## src/rtl/bmb_pkg.sv

```systemverilog
package bmb_pkg;

   typedef enum logic [1:0] {
      ST_IDLE  = 2'd0,
      ST_READ  = 2'd1,
      ST_WRITE = 2'd2,
      ST_DONE  = 2'd3
   } bmb_state_e;

   typedef struct packed {
      logic write;
      logic is_byte;
   } bmb_op_t;

endpackage

```

## src/rtl/bmb_lane_extract.sv

```systemverilog
module bmb_lane_extract #(
   parameter int WORD_W = 16,
   parameter int LANES  = WORD_W / 8,
   parameter int LSEL_W = $clog2(LANES)
) (
   input  logic [WORD_W-1:0] word_in,
   input  logic [LSEL_W-1:0] lane_sel,
   output logic [WORD_W-1:0] byte_zext
);

   logic [7:0] picked;

   generate
      if (LANES == 2) begin : g_pair
         assign picked = lane_sel[0] ? word_in[15:8] : word_in[7:0];
      end else begin : g_wide
         logic [7:0] lane_b [LANES];
         for (genvar i = 0; i < LANES; i++) begin : g_lane
            assign lane_b[i] = word_in[8*i +: 8];
         end
         assign picked = lane_b[lane_sel];
      end
   endgenerate

   assign byte_zext = {{(WORD_W-8){1'b0}}, picked};

endmodule

```

## src/rtl/bmb_lane_merge.sv

```systemverilog
module bmb_lane_merge #(
   parameter int WORD_W = 16,
   parameter int LANES  = WORD_W / 8,
   parameter int LSEL_W = $clog2(LANES)
) (
   input  logic [WORD_W-1:0] old_word,
   input  logic [7:0]        new_byte,
   input  logic [LSEL_W-1:0] lane_sel,
   output logic [WORD_W-1:0] merged
);

   generate
      for (genvar i = 0; i < LANES; i++) begin : g_lane
         assign merged[8*i +: 8] = (lane_sel == LSEL_W'(i)) ? new_byte
                                                            : old_word[8*i +: 8];
      end
   endgenerate

endmodule

```

## src/rtl/bmb_ctrl.sv

```systemverilog
module bmb_ctrl
   import bmb_pkg::*;
#(
   parameter int WORD_W = 16,
   parameter int WA_W   = 15,
   parameter int LSEL_W = 1
) (
   input  logic              clk,
   input  logic              rst_n,
   input  logic              req_valid,
   input  logic              req_write,
   input  logic              req_byte,
   input  logic [WA_W-1:0]   req_waddr,
   input  logic [LSEL_W-1:0] req_lane,
   input  logic [WORD_W-1:0] req_wdata,
   input  logic              mem_ready,
   input  logic [WORD_W-1:0] mem_rdata,
   output logic              busy,
   output logic              done,
   output logic              mem_rd,
   output logic              mem_wr,
   output logic [WA_W-1:0]   mem_addr,
   output bmb_op_t           op_q,
   output logic [LSEL_W-1:0] lane_q,
   output logic [WORD_W-1:0] wdata_q,
   output logic [WORD_W-1:0] rd_word_q
);

   bmb_state_e state_q, state_d;
   logic       accept;

   assign accept = (state_q == ST_IDLE) && req_valid;

   always_comb begin
      state_d = state_q;
      unique case (state_q)
         ST_IDLE:  if (req_valid)
                      state_d = (req_write && !req_byte) ? ST_WRITE : ST_READ;
         ST_READ:  if (mem_ready)
                      state_d = op_q.write ? ST_WRITE : ST_DONE;
         ST_WRITE: if (mem_ready)
                      state_d = ST_DONE;
         ST_DONE:  state_d = ST_IDLE;
         default:  state_d = ST_IDLE;
      endcase
   end

   always_ff @(posedge clk or negedge rst_n) begin
      if (!rst_n) begin
         state_q <= ST_IDLE;
      end else begin
         state_q <= state_d;
      end
   end

   always_ff @(posedge clk or negedge rst_n) begin
      if (!rst_n) begin
         op_q     <= '0;
         lane_q   <= '0;
         wdata_q  <= '0;
         mem_addr <= '0;
      end else if (accept) begin
         op_q.write   <= req_write;
         op_q.is_byte <= req_byte;
         lane_q       <= req_lane;
         wdata_q      <= req_wdata;
         mem_addr     <= req_waddr;
      end
   end

   always_ff @(posedge clk or negedge rst_n) begin
      if (!rst_n) begin
         rd_word_q <= '0;
      end else if ((state_q == ST_READ) && mem_ready) begin
         rd_word_q <= mem_rdata;
      end
   end

   assign busy   = (state_q != ST_IDLE);
   assign done   = (state_q == ST_DONE);
   assign mem_rd = (state_q == ST_READ);
   assign mem_wr = (state_q == ST_WRITE);

   AST_ONE_STROBE: assert property (@(posedge clk) disable iff (!rst_n)
      !(mem_rd && mem_wr)) else $error("read and write strobes together");
   AST_RD_HOLD: assert property (@(posedge clk) disable iff (!rst_n)
      (mem_rd && !mem_ready) |=> mem_rd) else $error("read strobe dropped early");
   AST_WR_HOLD: assert property (@(posedge clk) disable iff (!rst_n)
      (mem_wr && !mem_ready) |=> mem_wr) else $error("write strobe dropped early");
   AST_ADDR_HOLD: assert property (@(posedge clk) disable iff (!rst_n)
      ((mem_rd || mem_wr) && !mem_ready) |=> $stable(mem_addr)) else $error("address moved");
   AST_RMW_ORDER: assert property (@(posedge clk) disable iff (!rst_n)
      ($rose(mem_wr) && op_q.is_byte) |-> $past(mem_rd && mem_ready)) else $error("byte write without read");
   AST_DONE_PULSE: assert property (@(posedge clk) disable iff (!rst_n)
      done |=> !done) else $error("done longer than one cycle");
   AST_DONE_BUSY: assert property (@(posedge clk) disable iff (!rst_n)
      done |-> busy) else $error("done without busy");

endmodule

```

## src/rtl/bytemem_bridge.sv

```systemverilog
module bytemem_bridge
   import bmb_pkg::*;
#(
   parameter int ADDR_W = 16,
   parameter int WORD_W = 16
) (
   input  logic                       clk,
   input  logic                       rst_n,
   input  logic                       req_valid,
   input  logic                       req_write,
   input  logic                       req_byte,
   input  logic [ADDR_W-1:0]          req_addr,
   input  logic [WORD_W-1:0]          req_wdata,
   output logic                       req_busy,
   output logic                       req_done,
   output logic [WORD_W-1:0]          req_rdata,
   output logic [ADDR_W-$clog2(WORD_W/8)-1:0] mem_addr,
   output logic                       mem_rd,
   output logic                       mem_wr,
   output logic [WORD_W-1:0]          mem_wdata,
   input  logic [WORD_W-1:0]          mem_rdata,
   input  logic                       mem_ready
);

   localparam int LANES  = WORD_W / 8;
   localparam int LSEL_W = $clog2(LANES);
   localparam int WA_W   = ADDR_W - LSEL_W;

   initial begin
      if ((WORD_W % 8) != 0 || WORD_W < 16)
         $fatal(1, "WORD_W must be a multiple of 8 and at least 16");
      if ((LANES & (LANES - 1)) != 0)
         $fatal(1, "lane count must be a power of two");
      if (ADDR_W <= LSEL_W)
         $fatal(1, "ADDR_W too small for lane select");
   end

   bmb_op_t           op_q;
   logic [LSEL_W-1:0] lane_q;
   logic [WORD_W-1:0] wdata_q;
   logic [WORD_W-1:0] rd_word_q;
   logic [WORD_W-1:0] byte_zext;
   logic [WORD_W-1:0] merged;

   bmb_ctrl #(
      .WORD_W (WORD_W),
      .WA_W   (WA_W),
      .LSEL_W (LSEL_W)
   ) u_ctrl (
      .clk       (clk),
      .rst_n     (rst_n),
      .req_valid (req_valid),
      .req_write (req_write),
      .req_byte  (req_byte),
      .req_waddr (req_addr[ADDR_W-1:LSEL_W]),
      .req_lane  (req_addr[LSEL_W-1:0]),
      .req_wdata (req_wdata),
      .mem_ready (mem_ready),
      .mem_rdata (mem_rdata),
      .busy      (req_busy),
      .done      (req_done),
      .mem_rd    (mem_rd),
      .mem_wr    (mem_wr),
      .mem_addr  (mem_addr),
      .op_q      (op_q),
      .lane_q    (lane_q),
      .wdata_q   (wdata_q),
      .rd_word_q (rd_word_q)
   );

   bmb_lane_extract #(
      .WORD_W (WORD_W)
   ) u_extract (
      .word_in   (rd_word_q),
      .lane_sel  (lane_q),
      .byte_zext (byte_zext)
   );

   bmb_lane_merge #(
      .WORD_W (WORD_W)
   ) u_merge (
      .old_word (rd_word_q),
      .new_byte (wdata_q[7:0]),
      .lane_sel (lane_q),
      .merged   (merged)
   );

   assign mem_wdata = op_q.is_byte ? merged : wdata_q;

   assign req_rdata = (req_done && !op_q.write)
                      ? (op_q.is_byte ? byte_zext : rd_word_q)
                      : '0;

   generate
      for (genvar i = 0; i < LANES; i++) begin : g_lane_chk
         AST_KEEP_LANE: assert property (@(posedge clk) disable iff (!rst_n)
            (mem_wr && op_q.is_byte && lane_q != LSEL_W'(i))
               |-> mem_wdata[8*i +: 8] == rd_word_q[8*i +: 8])
            else $error("neighbour lane altered");
         AST_NEW_LANE: assert property (@(posedge clk) disable iff (!rst_n)
            (mem_wr && op_q.is_byte && lane_q == LSEL_W'(i))
               |-> mem_wdata[8*i +: 8] == wdata_q[7:0])
            else $error("addressed lane not replaced");
      end
   endgenerate

   AST_RDATA_QUIET: assert property (@(posedge clk) disable iff (!rst_n)
      !req_done |-> req_rdata == '0) else $error("rdata outside done");

endmodule

```

## config.mk

```make
export PLATFORM = sky130hd
export DESIGN_NAME = bytemem_bridge
export DESIGN_NICKNAME = d
export VERILOG_FILES = /design/src/rtl/bmb_pkg.sv /design/src/rtl/bmb_lane_extract.sv /design/src/rtl/bmb_lane_merge.sv /design/src/rtl/bmb_ctrl.sv /design/src/rtl/bytemem_bridge.sv
export SDC_FILE = /design/constraint.sdc
export NUM_CORES = 1
export LEC_CHECK = 0
export BUFFER_PORTS_ARGS = -buffer_cell sky130_fd_sc_hd__buf_2
export CAP_MARGIN = 40
export CORE_MARGIN = 2
export CORE_UTILIZATION = 32
export DETAILED_ROUTE_END_ITERATION = 6
export PLACE_DENSITY = 0.63
export SYNTH_ARGS = -nofsm -noshare
export SYNTH_HDL_FRONTEND = slang
export SYNTH_SLANG_ARGS = --single-unit
```

## constraint.sdc

```tcl
create_clock -name clk -period 2 [get_ports clk]
set_input_delay 0.1 -clock clk [delete_from_list [all_inputs] [get_ports clk]]
set_output_delay 0.1 -clock clk [all_outputs]
set_load 0.05 [all_outputs]
```

# Word-level counts from Yosys, hierarchy flattened
# Cells that the tools add are included.
[totals]
reg_bits = 52
inputBits = 54
elab_cells = 34
[op_classes]
n_eq_ne = 6
n_mux = 12
reduce_logical = 9
[ops]
columns = ["cell", "count"]
rows = [
  ["two-way mux 16 bit", 3],
  ["two-way mux 8 bit", 3],
  ["two-way mux 2 bit", 4],
  ["case mux 2 bit (4 select lines)", 1],
  ["== test 2 bit, second input constant", 2],
  ["logical AND 1 bit", 4],
  ["!= test 2 x 1 -> 1 bit, second input constant", 2],
  ["AND reduction 3 bit", 1],
  ["== test 2 x 1 -> 1 bit, second input constant", 1],
  ["zero test 1 bit", 2],
  ["zero test 2 bit", 1],
  ["!= test 2 bit, second input constant", 1],
  ["nonzero test 2 bit", 1],
  ["two-way mux 1 bit", 1],
]

# Longest topological paths before layout
[logic_depth]
word_depth = 5
ltp_mapped = 5
mapped_depth_nobuf = 5

# Hierarchy
# Synthesis repeated with hierarchy kept, for this count alone.
[unflattened]
cells_unflattened = 220
area_unflattened_um2 = 3185.6
[modules_own_cells]
columns = ["module", "instances", "cells_per_inst", "area_each_um2"]
rows = [
  ["bmb_ctrl", 1, 129, 2209.6],
  ["bytemem_bridge", 1, 55, 531.8],
  ["bmb_lane_merge", 1, 18, 249.0],
  ["bmb_lane_extract", 1, 18, 195.2],
]

# Worst setup path before layout
# No wires, ideal clock.
[synth_timing]
path_kind = "reg-to-output"
start = "register u_ctrl.state_q[0]"
end = "output req_rdata[0]"
arrival_ns = 1.930
setup_slack_ns = -0.030
stages_incl_launch_ff = 5
n_path_buf = 1
cell_sequence = "dfrtp_1 ha_1 nand2b_1 buf_2 a21oi_1"
[synth_between]
elab_chain_len = 3
[synth_rtl]
columns = ["element", "line_no", "rtl"]
rows = [
  ["start, declared", "bmb_ctrl.sv:29", "bmb_state_e state_q, state_d;"],
  ["start signal, assigned", "bmb_ctrl.sv:52", "state_q <= state_d;"],
  ["== test 2 bit", "bmb_ctrl.sv:80", "assign done = (state_q == ST_DONE);"],
  ["named net req_done", "bytemem_bridge.sv:15", "output logic req_done,"],
  ["logical AND 1 bit", "bytemem_bridge.sv:90", "assign req_rdata = (req_done && !op_q.write)"],
  ["two-way mux 16 bit", "bytemem_bridge.sv:91", "? (op_q.is_byte ? byte_zext : rd_word_q)"],
  ["end, declared", "bytemem_bridge.sv:16", "output logic [WORD_W-1:0] req_rdata,"],
]
# The timed path passes the listed nets, and every way through them passes these cells.

# Worst setup path after layout
[layout_timing]
start = "register u_ctrl.lane_q"
end = "output req_rdata[2]"
[layout_between]
elab_chain_len = 3
[layout_rtl]
columns = ["element", "line_no", "rtl"]
rows = [
  ["start, declared", "bmb_ctrl.sv:24", "output logic [LSEL_W-1:0] lane_q,"],
  ["start signal, assigned", "bmb_ctrl.sv:65", "lane_q <= req_lane;"],
  ["two-way mux 8 bit", "bmb_lane_extract.sv:15", "assign picked = lane_sel[0] ? word_in[15:8] : word_in[7:0];"],
  ["two-way mux 16 bit (2 in a row)", "bytemem_bridge.sv:91", ""],
]
# No other way between the ends.

==> results.py <==
metrics = {
    "drt": {
        "wl_mm": 6.24,
        "wl_met3_um": 413,
        "drcViolationCount": 0,
        "first_pass_iters": 4,
        "dr.max_layer_used": "met4",
        "dr.first_iter.drc_count": 88,
        "num_vias": 1954,
        "drt-met1-wl_mm": 2.92,
        "wl_met2_mm": 2.81,
        "via_per_inst": 4.59,
        "wl_per_cell_um": 14.6,
        "ant_nets": 0,
    },
    "synthesis": {
        "syn_avg_cell_area_sq_um": 11.7,
        "syn_nets": 280,
        "ys_async_sr_fraction": 1.00,
        "ys_top_cells_by_area": "dfrtp_1 (51%), mux2_2 (22%), nand2_1 (5.9%), mux2i_1 (3.5%), a21oi_1 (3.3%)",
        "yosysWarnings": 0,
        "synth_edf_count": 0,
        "syn_inst": 220,
        "synth_top_area_cell": "dfrtp_1",
        "synth_cell_types": 20,
        "synth_seq_area_share": 0.508,
        "ys_top_cells_by_count": "dfrtp_1 (52), mux2_2 (50), nand2_1 (40), a21oi_1 (17), and2_1 (10)",
        "synth-adder-area-share": 0.0293,
        "synth_top_family_by_area": "multiplexers",
        "synth_mux_area_frac": 0.261,
        "synth.most_common_cell": "dfrtp_1",
        "synth-simple-area-share": 0.116,
        "ys.flop_type": "dfrtp_1",
        "synth-compound-area-share": 0.0454,
        "synth_xor_area_frac": 0,
        "synth-seq-cells": 52,
        "synth.top_cell.area_share": 0.508,
        "syn_area_sq_um": 2560,
    },
    "place": {
        "place.gp.congestion": 0.798,
        "placedCellCount": 419,
        "portBuffers": 104,
        "dp_hpwl_mm": 4.69,
    },
    "timing": {
        "slew_headroom": 0.553,
        "hold_ws_ns": 0.0237,
        "skew_ns": 0.00832,
        "fin_crit_sh": 0.925,
        "slew_viol_final": 0,
        "worst_pin_slew_ns": 0.670,
        "finalSetupViolations": 0,
        "final_hold_viol_count": 0,
        "grt_setup_unrepaired": "no",
        "max_freq_mhz": 540,
        "finalCriticalPeriod_ns": 1.85,
    },
    "die": {
        "io_pins": 105,
        "die_w_um": 93.5,
        "num_rows": 32,
        "coreArea_sq_um": 7730,
        "dieArea_sq_um": 8740,
        "initial_core_util": 0.332,
        "die_height_um": 93.5,
    },
    "final_layout": {
        "fillers": 766,
        "ff_latch_area_sq_um": 1300,
        "final_cells": 426,
        "diodes": 0,
        "multi_input_area_sq_um": 1160,
        "drive_gt1_frac": 0.522,
        "nNetsFinal": 385,
        "area_growth_pct": 27.3,
        "fin_util": 0.422,
    },
    "run": {
        "cap_violations": 0,
    },
    "clock_network": {
        "cts.clk_slew.worst_paths_ns": 0.09,
        "root_buffer": "clkbuf_8",
        "cts_buffers": 5,
        "cts.sinks": 52,
        "post-cts-setup-buffers": 0,
        "cts_tree": "done",
        "cts_max_level": 2,
        "insertion_delay_ns": 0.30,
        "clock_path_buffers": 2,
    },
    "hold_path": {
        "worst_hold_path.endpoint": "u_ctrl.rd_word_q[10]$_DFFE_PN0P_",
        "hold_depth": 2,
        "hold_path.class": "in -> reg",
        "min_from": "mem_rdata[10]",
    },
    "run_status": {
        "status": "finished clean",
    },
    "critical_path": {
        "worst_path_max_delay_cell": "and2_1",
        "cp_cell_sequence": "and2_1, nand2_1, a21oi_1, buf_2",
        "cp_slowest_stage_delay_ns": 0.47,
        "r2r_setup_slack_ns": 0.25,
        "worstPathArrival_ns": 1.75,
        "crit_path_end_kind": "output port",
        "cpLargestDelayFamily": "simple AND/OR/NAND/NOR gates",
        "path_class": "reg -> out",
        "cp-start-kind": "flop",
        "crit_buf_inv": 1,
        "path_max_fanout": 16,
        "timing.rr.start": "u_ctrl.state_q[0]$_DFFE_PN0P_",
        "required_ns": 1.90,
        "r2r-end": "u_ctrl.wdata_q[8]$_DFFE_PN0P_",
        "worst-r2r-cell-count": 4,
    },
    "grt": {
        "grt_max_degree": 53,
        "grt_usage": 0.147,
        "grt_pass1_vias": 2003,
        "grt_pass1_wl_mm": 9.89,
        "antenna_found_initial": 0,
        "overflow": 0,
    },
}
## how the worst max path moves through the flow
stage                                              from                              to  cells past startpoint
after global placement    u_ctrl.state_q[0]$_DFFE_PN0P_  u_ctrl.mem_addr[9]$_DFFE_PN0P_                      4
after global routing      u_ctrl.state_q[0]$_DFFE_PN0P_                   req_rdata[12]                      5
after detailed placement  u_ctrl.state_q[0]$_DFFE_PN0P_  u_ctrl.mem_addr[0]$_DFFE_PN0P_                      4
after CTS                 u_ctrl.state_q[0]$_DFFE_PN0P_                   req_rdata[12]                      5
final                         u_ctrl.lane_q$_DFFE_PN0P_                    req_rdata[2]                      4
after floorplan           u_ctrl.state_q[0]$_DFFE_PN0P_                    req_rdata[0]                      4
## cell families after synthesis
family / Yosys count
compound gates: 21
fa+ha+maj: 6
buf+inv: 16
flops: 52
mux: 60
simple gates: 65
## layer usage
metal,track usage,vias to the layer above
met5,0,-
met4,0.0466,0
met3,0.0371,9
met2,0.224,68
met1,0.205,926
li1,-,951
## what timing repair did
action                     4_1_cts  5_1_grt
setup endpoints to repair        0        0
gates resized for setup          0        0
hold endpoints to repair        52        0
hold buffers                     1        0
## stage by stage
step	area (sq um)	setup slack, ns	setup TNS [ns]
2_1_floorplan	2560	-0.0297	-0.237
3_3_place_gp	3150	0.312	0
3_5_place_dp	3150	0.231	0
4_1_cts	3260	0.112	0
5_1_grt	3260	0.0151	0
6_report	3260	0.149	0
## cell usage in the layout (no fill, tap or decap), drive strengths merged
master | netlist | final
a211oi | 2 | 2
a21oi | 17 | 17
a221oi | 1 | 1
and2 | 10 | 10
buf | 11 | 108
bufinv | 0 | 1
clkbuf | 0 | 5
dfrtp | 52 | 52
dlygate4sd3 | 0 | 1
ha | 6 | 6
inv | 5 | 5
mux2 | 51 | 51
mux2i | 9 | 9
nand2 | 43 | 43
nand2b | 3 | 3
nor2 | 9 | 9
o21bai | 1 | 1
## flip-flops by register name, indices dropped and copies added (netlist names)
register / flops
u_ctrl.rd_word_q: 16
u_ctrl.mem_addr: 15
u_ctrl.op_q: 2
u_ctrl.wdata_q: 16
u_ctrl.lane_q: 1
u_ctrl.state_q: 2
## final cells by class
cell class / instances / share of cell area
Clock buffer: 5 / 0.0211
Clock inverter: 1 / 0.00920
Inverter: 5 / 0.00575
Multi-Input combinational cell: 152 / 0.354
Sequential cell: 52 / 0.399
Tap cell: 102 / 0.0391
Timing Repair Buffer: 109 / 0.172
Power is not shown: default switching activity piles up to over one toggle a cycle in this logic, so the estimate is an artifact.
